==> src/rtl/dft_corr_pkg.sv <==
package dft_corr_pkg;
    localparam int unsigned ADC_W  = 12;
    localparam int unsigned REF_W  = 16;
    localparam int unsigned RES_W  = 16;
    localparam int unsigned SMP_W  = ADC_W + 1;
    localparam int unsigned PROD_W = SMP_W + REF_W;
    localparam int unsigned LANES  = 2;   // lane 0 real (cosine), lane 1 imaginary (sine)

    typedef logic signed [SMP_W-1:0]  smp_t;
    typedef logic signed [REF_W-1:0]  ref_t;
    typedef logic signed [RES_W-1:0]  res_t;
    typedef logic signed [PROD_W-1:0] prod_t;

    typedef enum logic [1:0] {
        ST_IDLE,
        ST_RUN,
        ST_FLUSH
    } ctrl_st_t;

    typedef struct packed {
        logic clr;
        logic en;
        logic load;
    } lane_ctl_t;

    // Offset-binary ADC code to signed value centred on zero
    function automatic smp_t center_code(input logic [ADC_W-1:0] code);
        smp_t raw;
        raw = smp_t'({1'b0, code});
        return raw - smp_t'(1 << (ADC_W - 1));
    endfunction
endpackage

==> src/rtl/dft_frame_ctrl.sv <==
module dft_frame_ctrl
    import dft_corr_pkg::*;
#(
    parameter int unsigned FRAME_LEN = 1024
) (
    input  logic      clk,
    input  logic      rst,
    input  logic      start_i,
    input  logic      valid_i,
    output lane_ctl_t ctl_o,
    output logic      done_o
);
    localparam int unsigned CNT_W = (FRAME_LEN > 2) ? $clog2(FRAME_LEN) : 1;
    localparam logic [CNT_W-1:0] LAST = CNT_W'(FRAME_LEN - 1);

    ctrl_st_t         st_q;
    logic [CNT_W-1:0] cnt_q;
    logic             done_q;

    always_comb begin
        ctl_o.clr  = start_i;
        ctl_o.en   = (st_q == ST_RUN) && valid_i && !start_i;
        ctl_o.load = (st_q == ST_FLUSH) && !start_i;
    end

    always_ff @(posedge clk) begin
        if (rst) begin
            st_q   <= ST_IDLE;
            cnt_q  <= '0;
            done_q <= 1'b0;
        end else begin
            done_q <= 1'b0;
            if (start_i) begin
                st_q  <= ST_RUN;
                cnt_q <= '0;
            end else begin
                case (st_q)
                    ST_RUN: begin
                        if (valid_i) begin
                            if (cnt_q == LAST) begin
                                st_q  <= ST_FLUSH;
                                cnt_q <= '0;
                            end else begin
                                cnt_q <= cnt_q + 1'b1;
                            end
                        end
                    end
                    ST_FLUSH: begin
                        st_q   <= ST_IDLE;
                        done_q <= 1'b1;
                    end
                    default: ;
                endcase
            end
        end
    end

    assign done_o = done_q;

    a_r4_done_single: assert property (@(posedge clk) disable iff (rst)
        done_q |=> !done_q);

    a_r1_done_after_last: assert property (@(posedge clk) disable iff (rst)
        done_q |-> $past(ctl_o.en, 2));

    a_r6_idle_no_feed: assert property (@(posedge clk) disable iff (rst)
        (st_q == ST_IDLE) |-> !ctl_o.en);
endmodule

==> src/rtl/dft_mac_lane.sv <==
module dft_mac_lane
    import dft_corr_pkg::*;
#(
    parameter int unsigned ACC_W = PROD_W + 10
) (
    input  logic                    clk,
    input  logic                    rst,
    input  logic                    clr_i,
    input  logic                    en_i,
    input  smp_t                    smp_i,
    input  ref_t                    ref_i,
    output logic signed [ACC_W-1:0] acc_o
);
    prod_t                    smp_x;
    prod_t                    ref_x;
    prod_t                    prod;
    logic signed [ACC_W-1:0]  acc_q;

    always_comb begin
        smp_x = PROD_W'(smp_i);
        ref_x = PROD_W'(ref_i);
        prod  = smp_x * ref_x;
    end

    always_ff @(posedge clk) begin
        if (rst || clr_i) begin
            acc_q <= '0;
        end else if (en_i) begin
            acc_q <= acc_q + ACC_W'(prod);
        end
    end

    assign acc_o = acc_q;

    a_r6_acc_hold: assert property (@(posedge clk) disable iff (rst)
        (!clr_i && !en_i) |=> $stable(acc_q));

    a_r7_acc_clear: assert property (@(posedge clk) disable iff (rst)
        clr_i |=> (acc_q == '0));
endmodule

==> src/rtl/dft_result_reduce.sv <==
module dft_result_reduce
    import dft_corr_pkg::*;
#(
    parameter int unsigned ACC_W     = PROD_W + 10,
    parameter int unsigned RES_SHIFT = 16
) (
    input  logic                    clk,
    input  logic                    rst,
    input  logic                    clr_i,
    input  logic                    load_i,
    input  logic signed [ACC_W-1:0] acc_i,
    output res_t                    res_o
);
    localparam logic signed [ACC_W-1:0] HI =
        {{(ACC_W-RES_W+1){1'b0}}, {(RES_W-1){1'b1}}};
    localparam logic signed [ACC_W-1:0] LO =
        {{(ACC_W-RES_W+1){1'b1}}, {(RES_W-1){1'b0}}};

    logic signed [ACC_W-1:0] shifted;
    res_t                    clamped;
    res_t                    res_q;

    always_comb begin
        shifted = acc_i >>> RES_SHIFT;
        if (shifted > HI) begin
            clamped = res_t'(HI);
        end else if (shifted < LO) begin
            clamped = res_t'(LO);
        end else begin
            clamped = res_t'(shifted);
        end
    end

    always_ff @(posedge clk) begin
        if (rst || clr_i) begin
            res_q <= '0;
        end else if (load_i) begin
            res_q <= clamped;
        end
    end

    assign res_o = res_q;

    a_r5_res_hold: assert property (@(posedge clk) disable iff (rst)
        (!clr_i && !load_i) |=> $stable(res_q));

    a_r5_res_clear: assert property (@(posedge clk) disable iff (rst)
        clr_i |=> (res_q == '0));
endmodule

==> src/rtl/dft_bin_corr.sv <==
module dft_bin_corr
    import dft_corr_pkg::*;
#(
    parameter int unsigned FRAME_LEN = 1024,
    parameter int unsigned RES_SHIFT = 16
) (
    input  logic                    clk,
    input  logic                    rst,
    input  logic                    start_i,
    input  logic                    smp_valid_i,
    input  logic [ADC_W-1:0]        smp_code_i,
    input  logic signed [REF_W-1:0] cos_i,
    input  logic signed [REF_W-1:0] sin_i,
    output logic signed [RES_W-1:0] re_o,
    output logic signed [RES_W-1:0] im_o,
    output logic                    done_o
);
    localparam int unsigned ACC_W = PROD_W + $clog2(FRAME_LEN);

    lane_ctl_t          ctl;
    smp_t               smp_c;
    ref_t [LANES-1:0]   refs;
    res_t [LANES-1:0]   res;

    assign smp_c   = center_code(smp_code_i);
    assign refs[0] = cos_i;
    assign refs[1] = sin_i;

    dft_frame_ctrl #(.FRAME_LEN(FRAME_LEN)) u_ctrl (
        .clk     (clk),
        .rst     (rst),
        .start_i (start_i),
        .valid_i (smp_valid_i),
        .ctl_o   (ctl),
        .done_o  (done_o)
    );

    for (genvar g = 0; g < LANES; g++) begin : g_lane
        logic signed [ACC_W-1:0] acc;

        dft_mac_lane #(.ACC_W(ACC_W)) u_mac (
            .clk   (clk),
            .rst   (rst),
            .clr_i (ctl.clr),
            .en_i  (ctl.en),
            .smp_i (smp_c),
            .ref_i (refs[g]),
            .acc_o (acc)
        );

        dft_result_reduce #(.ACC_W(ACC_W), .RES_SHIFT(RES_SHIFT)) u_red (
            .clk    (clk),
            .rst    (rst),
            .clr_i  (ctl.clr),
            .load_i (ctl.load),
            .acc_i  (acc),
            .res_o  (res[g])
        );
    end

    assign re_o = res[0];
    assign im_o = res[1];

    a_r8_reset_quiet: assert property (@(posedge clk)
        rst |=> (!done_o && re_o == '0 && im_o == '0));
endmodule

==> config.mk <==
export PLATFORM = sky130hd
export DESIGN_NAME = dft_bin_corr
export DESIGN_NICKNAME = d
export VERILOG_FILES = /design/src/rtl/dft_corr_pkg.sv /design/src/rtl/dft_frame_ctrl.sv /design/src/rtl/dft_mac_lane.sv /design/src/rtl/dft_result_reduce.sv /design/src/rtl/dft_bin_corr.sv
export SDC_FILE = /design/constraint.sdc
export NUM_CORES = 2
export LEC_CHECK = 0
export BUFFER_PORTS_ARGS = -buffer_cell sky130_fd_sc_hd__clkbuf_2
export CAP_MARGIN = 20
export CORE_MARGIN = 4
export CORE_UTILIZATION = 65
export CTS_CLUSTER_SIZE = 30
export DETAILED_ROUTE_END_ITERATION = 8
export MAX_ROUTING_LAYER = met4
export PLACE_DENSITY = 0.83
export SETUP_SLACK_MARGIN = 0.2
export SYNTH_ARGS = -nofsm -noshare
export SYNTH_HDL_FRONTEND = slang
export SYNTH_SLANG_ARGS = --single-unit
==> constraint.sdc <==
create_clock -name clk -period 6.9 [get_ports clk]
set_clock_uncertainty 0.05 [all_clocks]
set_input_delay 0 -clock clk [delete_from_list [all_inputs] [get_ports clk]]
set_output_delay 0 -clock clk [all_outputs]
set_load 0.03 [all_outputs]
* After elaboration in Yosys (flattened, before gate mapping) *
Cells that the tools add are included.
Widths: inputs -> output; s select.

storage, ports and cells
  output and inout bits = 33
  bits in registers = 123
  input port bits = 48
  word-level logic and storage cells = 46

operators by class
  mux-type cells = 10
  $add $sub $neg = 4
  reductions and logical operators = 11
  magnitude comparators = 4
  equality and inequality tests = 7
  multiply operators = 2

operator list
  operator                number
  $add 39x29->39          2
  $mux 16                 4
  $mul 13x16->29          2
  $gt 23x16->1 const B    2
  $lt 23x16->1 const B    2
  $sub 12x12->13 const B  1
  $add 10x1->10 const B   1
  $eq 10x10->1 const B    1
  $mux 10                 1
  $ne 3x3->1 const B      2
  $reduce_and 3->1        2
  $mux 2                  2
  $ne 2x2->1 const B      2
  $pmux 2 s2              1
  $logic_and 1x1->1       3
  $reduce_bool 3->1       1
  $eq 2x1->1 const B      1
  $eq 2x2->1 const B      1
  $mux 1                  2
  $reduce_and 2->1        1
  $reduce_bool 2->1       1
  $reduce_or 2->1         1
  $logic_not 1->1         1
  $logic_or 1x1->1        1

* Logic depth before layout (Yosys ltp) *
  depth in word-level cells = 5
  mapped depth = 24
  gate-level depth less buffers = 23

* Cells and area by module *
A second synthesis with hierarchy kept.

second synthesis, totals
  cell total of the unflattened synthesis = 2922
  area, all modules = 26546.7 µm²

by module, submodules not included
  module                          area each (µm²)  sequential area each (µm²)  instances  cells each
  dft_mac_lane (g_lane[0].u_mac)  12273.0          780.7                       1          1339
  dft_mac_lane (g_lane[1].u_mac)  12199.2          780.7                       1          1353
  dft_result_reduce               720.7            320.3                       2          79
  dft_frame_ctrl                  629.4            260.2                       1          71
  dft_bin_corr                    3.8              0.0                         1          1

* Worst setup path before layout *
No wires, ideal clock.

  path type = input -> register
  start = input port sin_i[15]
  end = register g_lane[1].u_mac.acc_q[38]
  library setup time = 117 ps
  path slack = 541 ps
  cell stages on the path = 20
  arrival time = 6192 ps
  data required time = 6733 ps
  buffers on the path = 1
  cells stage by stage = clkbuf_1 > nand2_1 > fa_1 > inv_1 > fa_1 > fa_1 > fa_1 > fa_1 > inv_1 > fa_1 > inv_1 > ha_1 > nand4_1 > or3_1 > o211a_1 > o31a_4 > o31ai_4 > o22ai_1 > xnor2_1 > a22o_1

on the way
  word-level cells in the longest chain between the ends = 2

ends and longest elaborated chain
  what                    line                text
  start: declaration      dft_bin_corr.sv:13  input logic signed [REF_W-1:0] sin_i,
  $mul 13x16->29          dft_mac_lane.sv:22  prod = smp_x * ref_x;
  $add 39x29->39          dft_mac_lane.sv:29  acc_q <= acc_q + ACC_W'(prod);
  end signal: assignment  dft_mac_lane.sv:29
  end: declaration        dft_mac_lane.sv:17  logic signed [ACC_W-1:0] acc_q;

Every way passes these cells.
A chain may end at the register's enable or synchronous reset.

* Worst setup path in the final report *
  start = input port smp_code_i[4]
  end = register g_lane[1].u_mac.acc_q[37]

on the way
  word-level cells in the longest chain between the ends = 3

ends and longest elaborated chain
  what                line                text
  start: declaration  dft_bin_corr.sv:11  input logic [ADC_W-1:0] smp_code_i,
  $sub 12x12->13      dft_corr_pkg.sv:30  return raw - smp_t'(1 << (ADC_W - 1));
  $mul 13x16->29      dft_mac_lane.sv:22
  $add 39x29->39      dft_mac_lane.sv:29

Every way passes these cells.

==> run metrics <==
max cap viols=0; Final Cell Area=27,580 um2; largest net degree at the start of global routing=52; Cell Area, Synth=26,080 um2; Non-Filler Instances=3,522; dpl cells=3,484; setup TNS=0 ns; Slew HR=0.2912; DPL Wire Length=48.24 mm; Worst-Margin Slew=1.063 ns; routed wire length=60.16 mm; register area share after synthesis=0.09443; count of final max-slew check failures=0; syn avg cell area=8.797 um2; critical path type=primary input to register; Synth area leader=fa_1; 1st-iter DRT viols=1,307; Post-CTS Setup Bufs=0; worst min-delay path class=primary input to register; Area Growth Syn to Fin=5.758%; num ports=81; die width=208.3 um; Setup WS pre-CTS=0.1937 ns; CORE AREA=39,730 um2; CTS tree=done; Area contributors post-synth=fa_1 43%, inv_1 11%, ha_1 10%; WL/cell=17.08 um; number of enable flip-flop cells after synthesis=0; global-route wire length before repair=104.1 mm; Max Fclk=160.5 MHz; gp weighted congestion=0.9250; Mapped Cells=2,964; number of H-tree levels=4; placed cell area=26,930 um2; GRT Overall Usage=0.3033; layout cell share with drive strength beyond 1=0.05411; CP Max Fanout=26; Initial Util=0.6563; Post-route DRC=0; RSZ-0062 raised after global routing=false; initial antenna violation count=3; drt via density=5.614; Arr. time, crit path=6.51 ns; status=finished, final reports clean; Longest Clk Path Bufs=2; Yosys Warn Count=0; Seq cells post-synth=123; ys async rst share=0; final hold violations=0; Tmin final=6.231 ns; Synth cell types=65; fill count=3,050; post-detailed-route count of antenna-violating nets=0; gr ovfl total=0; Die Y=208.3 um; area share of the largest cell type after synthesis=0.4330; fin nets=3,802; via count=19,772; CTS buffer count=17; Period Utilization, post-route=0.9031; Mapped Nets=3,785; CP required=7.18 ns; Root Buffer=clkbuf_16; Worst setup EP type=register; Reg clk slew, reported paths=0.07 ns; # rows=73; die area=43,380 um2; final setup vio count=0; Port Buffer Count=80; vias in the first global route=21,982; clock sink total=123; Post-synth top flop=dfxtp_1; Clock Latency Late Sink=0.47 ns; Worst setup SP type=primary input; drt first pass iters=5; final worst slack=0.6688 ns
==> path summary, 6_finish.rpt <==
check / slack, ns / end / cells after the start / start
worst max-delay path: 0.67 / g_lane[1].u_mac.acc_o[37] / 20 / smp_code_i[4]
worst min-delay path: 0.16 / g_lane[0].u_mac.acc_o[0] / 5 / cos_i[0]
worst max register to register: 0.79 / g_lane[0].u_mac.acc_o[36] / 18 / g_lane[0].u_mac.acc_o[12]
worst min register to register: 0.40 / g_lane[0].u_red.res_o[14] / 2 / g_lane[0].u_red.res_o[14]
==> cells in the final DEF, fill, tap and decap left out, drive strengths merged, types with 26 or more instances in the layout <==
| master | Yosys | final |
|---|---|---|
| a21o | 30 | 30 |
| a21oi | 152 | 152 |
| and2 | 143 | 143 |
| buf | 4 | 26 |
| clkbuf | 106 | 98 |
| dfxtp | 123 | 123 |
| fa | 564 | 564 |
| ha | 209 | 209 |
| inv | 752 | 753 |
| nand2 | 387 | 387 |
| nand3 | 39 | 39 |
| nor2 | 90 | 90 |
| nor2b | 32 | 32 |
| o21ai | 90 | 90 |
| xnor2 | 52 | 52 |
==> cell families (layout without fill, tap and decap cells) <==
group / after synthesis / after routing / synth area share
flip-flops: 123 / 123 / 0.09443
multiplexers: 5 / 5 / 0.002015
AO/OA/AOI/OAI: 352 / 352 / 0.08201
XOR/XNOR: 77 / 77 / 0.02586
other: 0 / 3 / 0
adder cells (fa/ha/maj): 773 / 773 / 0.5333
buffers and inverters: 862 / 892 / 0.1241
AND/OR/NAND/NOR: 772 / 772 / 0.1383
==> cell type report <==
class	instances	area [um2]	share of cell area
Tap cell	525	656.9	0.02382
Timing Repair Buffer	108	633.1	0.02296
Inverter	752	2823	0.1024
Antenna cell	3	7.507	0.0002722
Sequential cell	123	2462	0.08929
Clock inverter	13	167.7	0.006080
Clock buffer	19	442.9	0.01606
Multi-Input combinational cell	1979	20380	0.7392
==> timing repair <==
action,in CTS,in global routing
endpoints found under the hold margin,2,0
hold buffers,3,0
endpoints found under the setup margin,0,2
gates resized for setup,0,3
==> metrics by stage <==
stage               utilization  hold slack [ns]
finish                   0.6941           0.1637
floorplan                     -          0.02238
detailed placement       0.6777           0.1638
global route             0.6941           0.1921
global placement         0.6777           0.1597
CTS                      0.6938           0.1248
==> flip-flops by register name, summed over array words and instances, names as in the netlist <==
signal              count
u_ctrl.st_q             2
g_lane.u_red.res_o     32
g_lane.u_mac.acc_o     78
u_ctrl.cnt_q           10
u_ctrl.done_o           1
==> worst max-delay path: stages <==
cell,delay [ns]
clkbuf_2,0.47
nand2_1,0.27
fa_1,0.78
fa_1,0.59
fa_1,0.62
inv_1,0.36
fa_1,0.54
fa_1,0.51
inv_1,0.05
fa_1,0.47
inv_1,0.04
ha_1,0.32
a21oi_1,0.21
nor2b_1,0.06
o21ai_0,0.15
o21ai_0,0.16
a2111oi_2,0.49
o31ai_1,0.16
xnor2_1,0.16
o21ai_1,0.07
==> synth_stat cells, types with 6 or more instances <==
| cell type | number |
|---|---|
| a211o_1 | 7 |
| a211oi_1 | 13 |
| a21o_1 | 30 |
| a21oi_1 | 152 |
| and2_1 | 143 |
| and3_1 | 10 |
| clkbuf_1 | 106 |
| dfxtp_1 | 123 |
| fa_1 | 564 |
| ha_1 | 209 |
| inv_1 | 752 |
| nand2_1 | 387 |
| nand2b_1 | 11 |
| nand3_1 | 39 |
| nand4_1 | 12 |
| nor2_1 | 90 |
| nor2b_1 | 32 |
| nor3_1 | 13 |
| o211ai_1 | 7 |
| o21a_1 | 6 |
| o21ai_0 | 79 |
| o21ai_1 | 9 |
| o21bai_1 | 7 |
| or2_2 | 9 |
| or3_1 | 8 |
| xnor2_1 | 52 |
| xor2_1 | 25 |
==> per-layer routing <==
layer,part of all wire,track usage,up-vias,routed length [um]
met5,0,-,-,0
met4,0.048,0.1393,0,2886
met1,0.36,0.3454,9976,21780
met2,0.53,0.5256,716,31810
met3,0.061,0.05157,194,3677
li1,-,-,8886,-
Power is not shown: default switching activity piles up to over one toggle a cycle in this logic, so the estimate is an artifact.
